--- config.mk ---
export PLATFORM = sky130hd
export DESIGN_NAME = mesi_line_ctrl
export DESIGN_NICKNAME = d
export VERILOG_FILES = /design/src/rtl/mesi_pkg.sv /design/src/rtl/mesi_line_array.sv /design/src/rtl/mesi_decide.sv /design/src/rtl/mesi_seq.sv /design/src/rtl/mesi_line_ctrl.sv
export SDC_FILE = /design/constraint.sdc
export NUM_CORES = 1
export LEC_CHECK = 0
export BUFFER_PORTS_ARGS = -buffer_cell sky130_fd_sc_hd__buf_2
export CAP_MARGIN = 20
export CORE_UTILIZATION = 50
export DETAILED_ROUTE_END_ITERATION = 16
export PLACE_DENSITY = 0.8
export SETUP_SLACK_MARGIN = 0.1
export SYNTH_ARGS = -nofsm -noshare
export SYNTH_HDL_FRONTEND = slang
export SYNTH_SLANG_ARGS = --single-unit
--- constraint.sdc ---
create_clock -name clk -period 2.9 [get_ports clk]
set_clock_uncertainty 0.1 [all_clocks]
set_input_delay 0.29 -clock clk [delete_from_list [all_inputs] [get_ports clk]]
set_output_delay 0.29 -clock clk [all_outputs]
set_load 0.02 [all_outputs]
--- src/rtl/mesi_pkg.sv ---
package mesi_pkg;

    typedef enum logic [1:0] {
        ST_I = 2'b00,
        ST_S = 2'b01,
        ST_E = 2'b10,
        ST_M = 2'b11
    } mesi_e;

    typedef enum logic [1:0] {
        OP_RD  = 2'b00,
        OP_WR  = 2'b01,
        OP_CLN = 2'b10,
        OP_RSV = 2'b11
    } op_e;

    typedef enum logic [1:0] {
        FC_NONE = 2'b00,
        FC_GETS = 2'b01,
        FC_GETX = 2'b10,
        FC_INV  = 2'b11
    } fcmd_e;

    typedef struct packed {
        mesi_e st;
        logic  dirty;
    } line_t;

    localparam line_t LINE_RESET = '{st: ST_I, dirty: 1'b0};

    // Fabric command needed before an operation can complete.
    function automatic fcmd_e need_fabric(mesi_e st, op_e op);
        fcmd_e c;
        c = FC_NONE;
        if (op == OP_WR) begin
            if (st == ST_I)      c = FC_GETX;
            else if (st == ST_S) c = FC_INV;
        end else if (op != OP_CLN) begin
            if (st == ST_I)      c = FC_GETS;
        end
        return c;
    endfunction

    // Result of an operation that completes without the fabric.
    function automatic line_t local_next(line_t cur, op_e op);
        line_t n;
        n = cur;
        if (op == OP_WR) begin
            n.st    = ST_M;
            n.dirty = 1'b1;
        end else if (op == OP_CLN && cur.st == ST_M) begin
            n.st    = ST_E;
            n.dirty = 1'b0;
        end
        return n;
    endfunction

    // Result of a granted fabric command.
    function automatic line_t granted_next(fcmd_e c);
        line_t n;
        if (c == FC_GETS) begin
            n.st    = ST_S;
            n.dirty = 1'b0;
        end else begin
            n.st    = ST_M;
            n.dirty = 1'b1;
        end
        return n;
    endfunction

endpackage

--- src/rtl/mesi_line_array.sv ---
module mesi_line_array
    import mesi_pkg::*;
#(
    parameter int NUM_LINES = 16,
    parameter int IDX_W     = $clog2(NUM_LINES)
) (
    input  logic             clk,
    input  logic             rst,
    input  logic [IDX_W-1:0] rd_idx,
    output line_t            rd_line,
    input  logic             wr_en,
    input  logic [IDX_W-1:0] wr_idx,
    input  line_t            wr_line
);
    line_t lines [NUM_LINES];

    for (genvar g = 0; g < NUM_LINES; g++) begin : g_line
        line_t q;
        always_ff @(posedge clk) begin
            if (rst)
                q <= LINE_RESET;
            else if (wr_en && wr_idx == IDX_W'(g))
                q <= wr_line;
        end
        assign lines[g] = q;
    end

    always_comb begin
        rd_line = LINE_RESET;
        if (int'(rd_idx) < NUM_LINES)
            rd_line = lines[rd_idx];
    end
endmodule

--- src/rtl/mesi_decide.sv ---
module mesi_decide
    import mesi_pkg::*;
(
    input  line_t cur,
    input  op_e   op,
    output fcmd_e cmd,
    output line_t nxt
);
    always_comb begin
        cmd = need_fabric(cur.st, op);
        nxt = local_next(cur, op);
    end
endmodule

--- src/rtl/mesi_seq.sv ---
module mesi_seq
    import mesi_pkg::*;
#(
    parameter int IDX_W = 4
) (
    input  logic             clk,
    input  logic             rst,
    input  logic             req_valid,
    input  logic [IDX_W-1:0] req_idx,
    input  line_t            cur_line,
    input  fcmd_e            dec_cmd,
    input  line_t            dec_next,
    output logic             req_ready,
    output logic             wr_en,
    output logic [IDX_W-1:0] wr_idx,
    output line_t            wr_line,
    output logic             fab_req_valid,
    output fcmd_e            fab_cmd,
    output logic [IDX_W-1:0] fab_idx,
    input  logic             fab_grant,
    input  logic             fab_fail,
    output logic             rsp_valid,
    output logic             rsp_ok,
    output line_t            rsp_line
);
    typedef enum logic [1:0] {FS_IDLE, FS_WAIT, FS_RESP} fsm_e;

    fsm_e             fsm;
    line_t            prior_q;
    fcmd_e            cmd_q;
    logic [IDX_W-1:0] idx_q;
    logic             accept;
    logic             answered;

    assign req_ready     = (fsm == FS_IDLE);
    assign accept        = req_valid && req_ready;
    assign answered      = (fsm == FS_WAIT) && (fab_grant || fab_fail);
    assign fab_req_valid = (fsm == FS_WAIT);
    assign fab_cmd       = cmd_q;
    assign fab_idx       = idx_q;
    assign rsp_valid     = (fsm == FS_RESP);

    always_comb begin
        wr_en   = 1'b0;
        wr_idx  = req_idx;
        wr_line = dec_next;
        if (accept && dec_cmd == FC_NONE) begin
            wr_en = 1'b1;
        end else if (answered && !fab_fail) begin
            wr_en   = 1'b1;
            wr_idx  = idx_q;
            wr_line = granted_next(cmd_q);
        end
    end

    always_ff @(posedge clk) begin
        if (rst) begin
            fsm      <= FS_IDLE;
            prior_q  <= LINE_RESET;
            cmd_q    <= FC_NONE;
            idx_q    <= '0;
            rsp_ok   <= 1'b0;
            rsp_line <= LINE_RESET;
        end else begin
            case (fsm)
                FS_IDLE: if (accept) begin
                    if (dec_cmd == FC_NONE) begin
                        rsp_ok   <= 1'b1;
                        rsp_line <= dec_next;
                        fsm      <= FS_RESP;
                    end else begin
                        prior_q <= cur_line;
                        cmd_q   <= dec_cmd;
                        idx_q   <= req_idx;
                        fsm     <= FS_WAIT;
                    end
                end
                FS_WAIT: if (answered) begin
                    rsp_ok   <= !fab_fail;
                    rsp_line <= fab_fail ? prior_q : granted_next(cmd_q);
                    fsm      <= FS_RESP;
                end
                default: fsm <= FS_IDLE;
            endcase
        end
    end
endmodule

--- src/rtl/mesi_line_ctrl.sv ---
module mesi_line_ctrl
    import mesi_pkg::*;
#(
    parameter int NUM_LINES = 16,
    parameter int IDX_W     = $clog2(NUM_LINES)
) (
    input  logic             clk,
    input  logic             rst,
    input  logic             req_valid,
    output logic             req_ready,
    input  logic [IDX_W-1:0] req_idx,
    input  logic [1:0]       req_op,
    output logic             fab_req_valid,
    output logic [1:0]       fab_cmd,
    output logic [IDX_W-1:0] fab_idx,
    input  logic             fab_grant,
    input  logic             fab_fail,
    output logic             rsp_valid,
    output logic             rsp_ok,
    output logic [1:0]       rsp_state,
    output logic             rsp_dirty
);
    line_t            cur_line, dec_next, wr_line, rsp_line;
    fcmd_e            dec_cmd, fab_cmd_e;
    logic             wr_en;
    logic [IDX_W-1:0] wr_idx;

    mesi_line_array #(.NUM_LINES(NUM_LINES), .IDX_W(IDX_W)) u_array (
        .clk     (clk),
        .rst     (rst),
        .rd_idx  (req_idx),
        .rd_line (cur_line),
        .wr_en   (wr_en),
        .wr_idx  (wr_idx),
        .wr_line (wr_line)
    );

    mesi_decide u_decide (
        .cur (cur_line),
        .op  (op_e'(req_op)),
        .cmd (dec_cmd),
        .nxt (dec_next)
    );

    mesi_seq #(.IDX_W(IDX_W)) u_seq (
        .clk           (clk),
        .rst           (rst),
        .req_valid     (req_valid),
        .req_idx       (req_idx),
        .cur_line      (cur_line),
        .dec_cmd       (dec_cmd),
        .dec_next      (dec_next),
        .req_ready     (req_ready),
        .wr_en         (wr_en),
        .wr_idx        (wr_idx),
        .wr_line       (wr_line),
        .fab_req_valid (fab_req_valid),
        .fab_cmd       (fab_cmd_e),
        .fab_idx       (fab_idx),
        .fab_grant     (fab_grant),
        .fab_fail      (fab_fail),
        .rsp_valid     (rsp_valid),
        .rsp_ok        (rsp_ok),
        .rsp_line      (rsp_line)
    );

    assign fab_cmd   = fab_cmd_e;
    assign rsp_state = rsp_line.st;
    assign rsp_dirty = rsp_line.dirty;
endmodule

==> metrics <==
chip height 82.0 microns; nets 364; Post-Route WL 7650 microns; routed len/inst 17.8 microns; Post-route DRC 0; hold buffer count at cts 0; Setup Viol. Count Final 0; power per cell area 563 mW/mm^2; clk sinks 63; clock root cell clkbuf_8; Final HPWL DP 5480 microns; HP Class in2reg; unrepaired setup endpoints after global routing false; Setup crit start kind register; YS warnings 0; Seq/Total Area, Yosys 39.4%; later-pin clock latency in the skew report 0.34 ns; Netlist cell types 50; CTS buffer count 9; post-synth top area share 39.4%; Reg area 0.00126 sq mm; largest net degree at the start of global routing 29; critical path class reg2reg; Most used DFF post-synth dfxtp_1; Initial DRT Pass Iterations 4; clock slew at reported path FFs 0.07 ns; Hold Slack 0.143 ns; Post-Synthesis Cell Area 0.00320 sq mm; Synth area leader dfxtp_1; layout cells sized above 1 19.9%; Rows 28; Vias 2615; Area growth syn-to-layout 13.6%; Longest Clk Path Bufs 2; total grt overflow 0; Worst Setup End Kind register; Yosys reg bits 63; initial antenna violation count 0; status finished, final reports clean; area of the multi-input gates 0.00182 sq mm; DRT antenna net count 0; via/cell ratio 6.07; Final Critical Period 2.61 ns; Fmax 384 MHz; number of flops mapped to enable cells by yosys 0; setup bufs post-CTS 0; commonest non-fill, non-tap cells in the layout dfxtp_1 (63), nand2_1 (56), mux2i_1 (56); first-pass GRT wire length 12600 microns; leak pwr 0.00150 uW; Final Hold Viols 0; Layout Cells excl Fill 431; total negative slack 0 ns; diode count 0; DIE AREA 0.00672 sq mm; Arrival @ worst endpoint 2.77 ns; CP required 3.07 ns; IO Count 24; synth top area cells dfxtp_1 (39%), mux2i_1 (18%), mux4_2 (7.0%); Pins Over Slew Limit 0; H-tree level count 3; Core Region 0.00606 sq mm; Crit Path Max Fanout 6; post-CTS sizing 0; Slew HR 63.6%; Initial Utilization 52.8%; GP Congestion 0.897; Inst Count DP 417; vias in the first global route 2414; Iter 0 DRT Violations 199; Syn Inst Count 329; Syn Nets 340; Slew @ Worst Pin 0.547 ns; Fillers 529; GRT Util Overall 26.0%; Worst VDD drop 0.423 mV; Final Cycle Share 89.9%; max-cap violation count 0; syn_area_per_cell 9.72 sq um; CTS tree done; most common cell after layout, fill and taps aside dfxtp_1; Die Span X 82.0 microns; Async SR Flop Fraction 0%; Port Buf Inserts 23
-- power by group --
group,switching [uW],internal (uW)
clock network,320,583
registers,16.7,886
logic,152,90.7
total,489,1560
-- cells by family (layout without fill, tap and decap cells) --
kind of cell	count (synthesis)	count (layout)	synth area share, %
AND/OR/NAND/NOR	106	106	14.9
multiplexers	70	70	27.1
flip-flops	63	63	39.4
AO/OA/AOI/OAI	62	62	14.7
buffers and inverters	28	55	3.83
-- worst max-delay path: stages (launching register included) --
cell and delay (ns):
dfxtp_1 0.32, mux4_2 0.47, mux2i_2 0.39, o221ai_2 0.28
a31o_2 0.30, o21bai_1 0.41, mux2i_1 0.25
-- path summary, 6_finish.rpt --
path | startpoint | cells past startpoint | slack [ns] | endpoint
max | u_array.g_line[12].q[1] | 6 | 0.29 | u_array.g_line[8].q[2]
min | fab_fail | 2 | 0.14 | u_seq.rsp_ok
max reg2reg | u_array.g_line[12].q[1] | 6 | 0.29 | u_array.g_line[8].q[2]
min reg2reg | u_seq.prior_q[2] | 2 | 0.35 | u_seq.prior_q[2]
-- metal layers --
metal	part of all wire, %	GRT usage (%)	up-vias
met3	6.2	7.78	8
met5	0	0	-
met4	1.3	7.19	0
met2	47	42.0	76
met1	45	33.6	1289
li1	-	-	1242
-- registers in the layout, summed over array words and instances (netlist names) --
name	cells
u_seq.fab_idx	4
u_array.g_line.q	48
u_seq.fsm	2
u_seq.rsp_line	3
u_seq.fab_cmd	2
u_seq.prior_q	3
u_seq.rsp_ok	1
-- area by class of cell --
class | count | area share, %
clock buffers | 10 | 3.79
clock inverters | 4 | 2.62
inverters | 8 | 0.826
multi-input cells | 238 | 49.9
flip-flops and latches | 63 | 34.7
well taps | 75 | 2.58
repair buffers | 33 | 5.57
-- cells in the mapped netlist (2+ instances only) --
cell and n:
nand3_1 5, inv_1 6, nand2_1 56, a21bo_2 2, nor2_1 17, nor3b_1 6, o21ai_0 3, mux4_2 10
nor2b_1 3, nor3_1 6, o21bai_1 3, o311ai_0 2, dfxtp_1 63, clkbuf_1 16, and3_1 2, o211ai_1 3
and2_1 2, mux2i_1 56, o21ai_1 2, mux4_1 2, buf_2 2, o221a_2 2, a21oi_1 20, buf_6 2
o211a_1 5, nand2b_1 4, a31oi_1 6
-- metrics by stage --
stage          util [%]  power (uW)  instance area (sq um)  setup slack, ns
3_3_place_gp       56.2        1160                   3400            0.235
6_report           60.0        2050                   3640            0.294
5_1_grt            60.0        2130                   3640            0.192
2_1_floorplan         -        1090                   3200            0.427
3_5_place_dp       56.2        1160                   3400            0.139
4_1_cts            60.0        2060                   3640            0.318
Note: power is estimated with default switching activity, not from simulation.
